`src/rtl/synth_pwr_pkg.sv`:
```
package synth_pwr_pkg;

    localparam int SEL_W     = 3;
    localparam int FIELD_W   = 8;
    localparam int BIT_CNT   = 3;
    localparam int BIT_TRI   = 4;
    localparam int BIT_CPPD  = 5;
    localparam int BIT_DA_LO = 6;
    localparam int BIT_DA_HI = 7;

    localparam logic [SEL_W-1:0] SEL_R0 = 3'b000;
    localparam logic [SEL_W-1:0] SEL_R1 = 3'b001;
    localparam logic [SEL_W-1:0] SEL_R2 = 3'b010;
    localparam logic [SEL_W-1:0] SEL_PD = 3'b101;

    typedef enum logic [1:0] {
        PS_POR,
        PS_ACTIVE,
        PS_CPDOWN,
        PS_RESUME
    } pwr_state_e;

    typedef enum logic [1:0] {
        CS_HELD,
        CS_ARMED,
        CS_FREE
    } cnt_state_e;

    typedef struct packed {
        logic wr_r0;
        logic wr_r1;
        logic wr_r2;
        logic wr_pd;
    } wr_hits_t;

    typedef struct packed {
        logic da_hi;
        logic da_lo;
        logic cp_pd;
        logic cp_tri;
        logic cnt_rst;
    } pd_bits_t;

endpackage

```
`src/rtl/pd_word_decode.sv`:
```
module pd_word_decode
    import synth_pwr_pkg::*;
#(
    parameter int WORD_W = 24
) (
    input  logic              ld_stb,
    input  logic [WORD_W-1:0] ld_word,
    output wr_hits_t          hits,
    output pd_bits_t          bits
);

    logic [SEL_W-1:0] sel;

    assign sel = ld_word[SEL_W-1:0];

    always_comb begin
        hits.wr_r0 = ld_stb && (sel == SEL_R0);
        hits.wr_r1 = ld_stb && (sel == SEL_R1);
        hits.wr_r2 = ld_stb && (sel == SEL_R2);
        hits.wr_pd = ld_stb && (sel == SEL_PD);
    end

    always_comb begin
        bits.da_hi   = ld_word[BIT_DA_HI];
        bits.da_lo   = ld_word[BIT_DA_LO];
        bits.cp_pd   = ld_word[BIT_CPPD];
        bits.cp_tri  = ld_word[BIT_TRI];
        bits.cnt_rst = ld_word[BIT_CNT];
    end

    generate
        if (WORD_W > FIELD_W) begin : g_upper
            logic unused_upper;
            assign unused_upper = ^ld_word[WORD_W-1:FIELD_W];
        end
    endgenerate

endmodule

```
`src/rtl/por_gate.sv`:
```
module por_gate #(
    parameter int NFLAG = 3
) (
    input  logic             clk,
    input  logic             rst_n,
    input  logic [NFLAG-1:0] set_req,
    output logic             gate_ok
);

    logic [NFLAG-1:0] seen_q;

    generate
        for (genvar i = 0; i < NFLAG; i++) begin : g_flag
            always_ff @(posedge clk or negedge rst_n) begin
                if (!rst_n) begin
                    seen_q[i] <= 1'b0;
                end else if (set_req[i]) begin
                    seen_q[i] <= 1'b1;
                end
            end
        end
    endgenerate

    assign gate_ok = &seen_q;

endmodule

```
`src/rtl/pd_field_regs.sv`:
```
module pd_field_regs
    import synth_pwr_pkg::*;
(
    input  logic     clk,
    input  logic     rst_n,
    input  logic     wr_pd,
    input  pd_bits_t bits,
    output logic     da_pd_q,
    output logic     tri_q,
    output logic     cppd_q
);

    logic da_pd_d;

    always_comb begin
        da_pd_d = da_pd_q;
        if (bits.da_hi && bits.da_lo) begin
            da_pd_d = 1'b1;
        end else if (!bits.da_hi && !bits.da_lo) begin
            da_pd_d = 1'b0;
        end
    end

    always_ff @(posedge clk or negedge rst_n) begin
        if (!rst_n) begin
            da_pd_q <= 1'b1;
            tri_q   <= 1'b1;
            cppd_q  <= 1'b1;
        end else if (wr_pd) begin
            da_pd_q <= da_pd_d;
            tri_q   <= bits.cp_tri;
            cppd_q  <= bits.cp_pd;
        end
    end

endmodule

```
`src/rtl/pwr_seq_fsm.sv`:
```
module pwr_seq_fsm
    import synth_pwr_pkg::*;
(
    input  logic       clk,
    input  logic       rst_n,
    input  logic       wr_r0,
    input  logic       wr_pd,
    input  logic       pd_bit,
    input  logic       cppd_q,
    input  logic       gate_ok,
    output pwr_state_e state_q
);

    pwr_state_e state_d;

    always_ff @(posedge clk or negedge rst_n) begin
        if (!rst_n) begin
            state_q <= PS_POR;
        end else begin
            state_q <= state_d;
        end
    end

    always_comb begin
        state_d = state_q;
        unique case (state_q)
            PS_POR: begin
                if (wr_r0 && gate_ok) begin
                    state_d = cppd_q ? PS_CPDOWN : PS_ACTIVE;
                end
            end
            PS_ACTIVE: begin
                if (wr_pd && pd_bit) begin
                    state_d = PS_CPDOWN;
                end
            end
            PS_CPDOWN: begin
                if (wr_pd && !pd_bit) begin
                    state_d = PS_RESUME;
                end
            end
            PS_RESUME: begin
                if (wr_pd && pd_bit) begin
                    state_d = PS_CPDOWN;
                end else if (wr_r0) begin
                    state_d = PS_ACTIVE;
                end
            end
            default: state_d = PS_POR;
        endcase
    end

endmodule

```
`src/rtl/cnt_seq_fsm.sv`:
```
module cnt_seq_fsm
    import synth_pwr_pkg::*;
(
    input  logic       clk,
    input  logic       rst_n,
    input  logic       wr_r0,
    input  logic       wr_pd,
    input  logic       rst_bit,
    output cnt_state_e state_q
);

    cnt_state_e state_d;

    always_ff @(posedge clk or negedge rst_n) begin
        if (!rst_n) begin
            state_q <= CS_HELD;
        end else begin
            state_q <= state_d;
        end
    end

    always_comb begin
        state_d = state_q;
        unique case (state_q)
            CS_HELD: begin
                if (wr_pd && !rst_bit) begin
                    state_d = CS_ARMED;
                end
            end
            CS_ARMED: begin
                if (wr_pd && rst_bit) begin
                    state_d = CS_HELD;
                end else if (wr_r0) begin
                    state_d = CS_FREE;
                end
            end
            CS_FREE: begin
                if (wr_pd && rst_bit) begin
                    state_d = CS_HELD;
                end
            end
            default: state_d = CS_HELD;
        endcase
    end

endmodule

```
`src/rtl/synth_pwr_ctl.sv`:
```
module synth_pwr_ctl
    import synth_pwr_pkg::*;
#(
    parameter int WORD_W = 24
) (
    input  logic              clk,
    input  logic              rst_n,
    input  logic              ld_stb,
    input  logic [WORD_W-1:0] ld_word,
    output logic              cp_en,
    output logic              cp_hiz,
    output logic              diffamp_en,
    output logic              refbuf_en,
    output logic              rfin_bias_en,
    output logic              div_load,
    output logic              cnt_hold,
    output logic              lock_det_rst
);

    localparam int NFLAG = 3;

    wr_hits_t         hits;
    pd_bits_t         bits;
    logic             da_pd_q;
    logic             tri_q;
    logic             cppd_q;
    logic             gate_ok;
    logic [NFLAG-1:0] gate_set;
    pwr_state_e       pwr_q;
    cnt_state_e       cnt_q;

    pd_word_decode #(.WORD_W(WORD_W)) u_dec (
        .ld_stb (ld_stb),
        .ld_word(ld_word),
        .hits   (hits),
        .bits   (bits)
    );

    pd_field_regs u_fields (
        .clk    (clk),
        .rst_n  (rst_n),
        .wr_pd  (hits.wr_pd),
        .bits   (bits),
        .da_pd_q(da_pd_q),
        .tri_q  (tri_q),
        .cppd_q (cppd_q)
    );

    assign gate_set[0] = hits.wr_pd && !bits.da_hi && !bits.da_lo && !bits.cp_pd;
    assign gate_set[1] = hits.wr_r2;
    assign gate_set[2] = hits.wr_r1;

    por_gate #(.NFLAG(NFLAG)) u_gate (
        .clk    (clk),
        .rst_n  (rst_n),
        .set_req(gate_set),
        .gate_ok(gate_ok)
    );

    pwr_seq_fsm u_pwr (
        .clk    (clk),
        .rst_n  (rst_n),
        .wr_r0  (hits.wr_r0),
        .wr_pd  (hits.wr_pd),
        .pd_bit (bits.cp_pd),
        .cppd_q (cppd_q),
        .gate_ok(gate_ok),
        .state_q(pwr_q)
    );

    cnt_seq_fsm u_cnt (
        .clk    (clk),
        .rst_n  (rst_n),
        .wr_r0  (hits.wr_r0),
        .wr_pd  (hits.wr_pd),
        .rst_bit(bits.cnt_rst),
        .state_q(cnt_q)
    );

    always_comb begin
        cp_en        = 1'b0;
        cp_hiz       = 1'b1;
        diffamp_en   = 1'b0;
        refbuf_en    = 1'b0;
        rfin_bias_en = 1'b0;
        div_load     = 1'b1;
        cnt_hold     = 1'b1;
        lock_det_rst = 1'b1;
        unique case (pwr_q)
            PS_POR: begin
            end
            PS_ACTIVE: begin
                cp_en        = 1'b1;
                cp_hiz       = tri_q;
                diffamp_en   = !da_pd_q;
                refbuf_en    = 1'b1;
                rfin_bias_en = 1'b1;
                div_load     = 1'b0;
                cnt_hold     = (cnt_q != CS_FREE);
                lock_det_rst = 1'b0;
            end
            PS_CPDOWN, PS_RESUME: begin
                diffamp_en = !da_pd_q;
                cnt_hold   = (cnt_q != CS_FREE);
            end
            default: begin
            end
        endcase
    end

endmodule

```
`config.mk`:
```
export PLATFORM = sky130hd
export DESIGN_NAME = synth_pwr_ctl
export DESIGN_NICKNAME = d
export VERILOG_FILES = /design/src/rtl/synth_pwr_pkg.sv /design/src/rtl/pd_word_decode.sv /design/src/rtl/por_gate.sv /design/src/rtl/pd_field_regs.sv /design/src/rtl/pwr_seq_fsm.sv /design/src/rtl/cnt_seq_fsm.sv /design/src/rtl/synth_pwr_ctl.sv
export SDC_FILE = /design/constraint.sdc
export NUM_CORES = 1
export LEC_CHECK = 0
export ABC_AREA = 1
export CORE_AREA = 3 3 40 42
export DETAILED_ROUTE_END_ITERATION = 7
export DIE_AREA = 0 0 43 45
export DONT_BUFFER_PORTS = 1
export HOLD_SLACK_MARGIN = 0.05
export SYNTH_ARGS = -nofsm -noshare
export SYNTH_HDL_FRONTEND = slang
export SYNTH_SLANG_ARGS = --single-unit
export TNS_END_PERCENT = 100
```
`constraint.sdc`:
```
create_clock -name clk -period 1.8 [get_ports clk]
set_input_delay 0.36 -clock clk [delete_from_list [all_inputs] [get_ports clk]]
set_output_delay 0.36 -clock clk [all_outputs]
set_load 0.01 [all_outputs]
```
==> results.sh <==
export IMPL_status="complete, no violations"
export IMPL_seq_area_frac_synth_pct=40.5
export IMPL_drive_gt1_share_pct=15.2
export IMPL_vias_per_cell=4.90
export IMPL_yosysTopAreaCell="dfrtp_1"
export IMPL_wirelength_um=1240
export IMPL_insertion_delay_ps=270
export IMPL_die_w_um=43
export IMPL_clock_sinks=10
export IMPL_die_area_um2=1940
export IMPL_yosysTopAreaCellShare_pct=27.9
export IMPL_hold_slack_ps=196
export IMPL_mappedNetlistNets=117
export IMPL_crit_fanout=6
export IMPL_first_global_vias=493
export IMPL_synth_top_family_by_area="simple AND/OR/NAND/NOR gates"
export IMPL_met1_usage_pct=18.1
export IMPL_setup_viol=0
export IMPL_syn_avg_cell_area_um2=7.04
export IMPL_nets=121
export IMPL_cts_tree="yes"
export IMPL_irDropWorstVdd_mv=0.601
export IMPL_synth_xor_area_share_pct=0
export IMPL_max_freq_mhz=661
export IMPL_min_path_type="primary input to flop"
export IMPL_synth_compound_area_share_pct=9.38
export IMPL_start_kind="flop"
export IMPL_grt_max_degree=11
export IMPL_synthMuxAreaShare_pct=0
export IMPL_antenna_found_initial=0
export IMPL_start_util_pct=48.8
export IMPL_final_area_um2=677
export IMPL_skew_ps=3.16
export IMPL_synth_adder_area_share_pct=2.00
export IMPL_gp_congestion=0.799
export IMPL_avgRoutedWirePerCell_um=11.6
export IMPL_grt_pass1_wl_um=2060
export IMPL_grt_remaining_overflow=0
export IMPL_cts_root_buf="clkbuf_4"
export IMPL_route_detailed_drc=0
export IMPL_drt_antenna_violating_nets=0
export IMPL_path_class="flop to primary output"
export IMPL_timing_final_crit_share_pct=84.0
export IMPL_netlist_area_um2=627
export IMPL_cp_arrival_ps=1150
export IMPL_path_clk_slew_ps=70
export IMPL_ys_ff_latch=10
export IMPL_synthArstFlopShare_pct=100
export IMPL_row_count=13
export IMPL_report_final_slew_viol_count=0
export IMPL_synth_warnings=0
export IMPL_final_min_clock_period_ps=1510
export IMPL_hold_viol_final=0
export IMPL_antennaDiodeCount=0
export IMPL_setup_tns_ps=0
export IMPL_synthCells=89
export IMPL_area_growth_pct=7.98
export IMPL_clockBufferDepth=2
export IMPL_grt_busiest_layer="met2"
export IMPL_core_area_um2=1280
export IMPL_leakage_nw=0.367
export IMPL_rsz0062_at_grt="false"
export IMPL_synth_top_flop_cell="dfrtp_1"
export IMPL_placedInstanceArea_um2=631
export IMPL_vias=524
export IMPL_dp_hpwl_um=987
export IMPL_worst_pin_slew_ps=457
export IMPL_yosys_area_share_simple_pct=32.5
export IMPL_grtUsageMet3_pct=5.98
export IMPL_dr_pass1_iters=4
export IMPL_place_port_buffers=0
export IMPL_numCtsBuffers=3
export IMPL_synth_area_leaders="dfrtp_1 (28%), dfstp_2 (13%), nand2_1 (13%)"
export IMPL_grtUsageMet2_pct=21.9
export IMPL_max_cap_viol_count=0
export IMPL_track_usage_pct=14.8
export IMPL_p_per_area_nw_per_um2=1250
export IMPL_die_h_um=45
export IMPL_relSlewSlack_pct=69.4
export IMPL_crit_path_end_kind="primary output"
export IMPL_synth_cell_types=19
export IMPL_synth_edf_count=0
export IMPL_htree_levels=1
export IMPL_crit_required_ps=1440
export IMPL_first_iter_violations=8
export IMPL_io_pins=35
## critical path: stages (launching register included)
cell,delay [ps]
dfrtp_1,430
nor2_1,240
buf_4,210
## area by class of cell
| class | count | area, µm² |
|---|---|---|
| multi-input combinational | 56 | 275 |
| sequential | 10 | 254 |
| tap | 15 | 18.8 |
| fill | 137 | 608 |
| clock buffer | 4 | 36.3 |
| timing repair buffer | 2 | 17.5 |
| inverter | 20 | 75.1 |
## per-layer routing
layer,up-vias,wire (µm)
li1,279,-
met1,229,560
met2,14,580
met3,2,85
met4,0,15
met5,-,0
## placed cells by master (no fill, tap or decap)
| cell | instances |
|---|---|
| nor2_1 | 11 |
| dfstp_2 | 3 |
| nand2_1 | 21 |
| clkbuf_8 | 1 |
| o21ai_1 | 1 |
| clkbuf_4 | 3 |
| dfrtp_1 | 7 |
| buf_4 | 1 |
| nand3b_1 | 1 |
| inv_2 | 3 |
| nand4_1 | 2 |
| nor2_4 | 2 |
| a31o_2 | 1 |
| ha_1 | 1 |
| a21oi_1 | 3 |
| inv_1 | 17 |
| o31ai_1 | 1 |
| nand3_1 | 7 |
| dlygate4sd3_1 | 1 |
| or2_1 | 1 |
| o21ai_0 | 3 |
| o21bai_1 | 1 |
## flip-flops by register name, summed over array words and instances (netlist names)
register	count
u_fields.tri_q	1
u_fields.cppd_q	1
u_pwr.state_q	2
u_gate.seen_q	3
u_fields.da_pd_q	1
u_cnt.state_q	2
## Yosys cell counts (2+ instances only)
cell type   n
buf_4       3
nand4_1     2
a21oi_1     3
nand2_1    21
nor2_4      2
dfstp_2     3
o21ai_0     3
nor2_1     11
inv_1      17
dfrtp_1     7
nand3_1     7
inv_2       3
## cell families after synthesis
family,Yosys count
adders and majority gates,1
DFF,10
buffers and inverters,23
AOI/OAI and AO/OA,10
and+or+nand+nor,45
## metrics by stage
stage / std cells / worst slack (ps) / util [%] / total power, mW
floorplan: 89 / 370 / - / 0.629
global placement: 102 / 568 / 49.1 / 0.637
detailed placement: 102 / 549 / 49.1 / 0.643
CTS: 107 / 271 / 52.7 / 0.859
global route: 107 / 157 / 52.7 / 0.930
finish: 107 / 288 / 52.7 / 0.849
## path summary, 6_finish.rpt
kind,start,to,slack [ps],depth (start not counted)
setup / recovery,u_pwr.state_q[1],cp_en,290,2
hold / removal,ld_word[6],u_gate.seen_q[0],200,1
setup reg to reg,u_pwr.state_q[1],u_pwr.state_q[1],680,6
hold reg to reg,u_gate.seen_q[2],u_gate.seen_q[2],470,2
max in group asynchronous,rst_n,u_fields.tri_q,980,1
min in group asynchronous,rst_n,u_gate.seen_q[2],470,1
## timing repair
item / CTS / global route
setup endpoints to repair: 0 / 0
gates resized for setup: 0 / 0
setup buffers: 0 / 0
hold buffers: 1 / 0
hold endpoints to repair: 10 / 0
## power by group
| group | total (mW) | switching, mW | internal, mW |
|---|---|---|---|
| logic | 0.331 | 0.218 | 0.113 |
| clock network | 0.204 | 0.0815 | 0.123 |
| registers | 0.313 | 0.0379 | 0.276 |
| total | 0.849 | 0.337 | 0.511 |
Power figures use the tool's default switching activity.
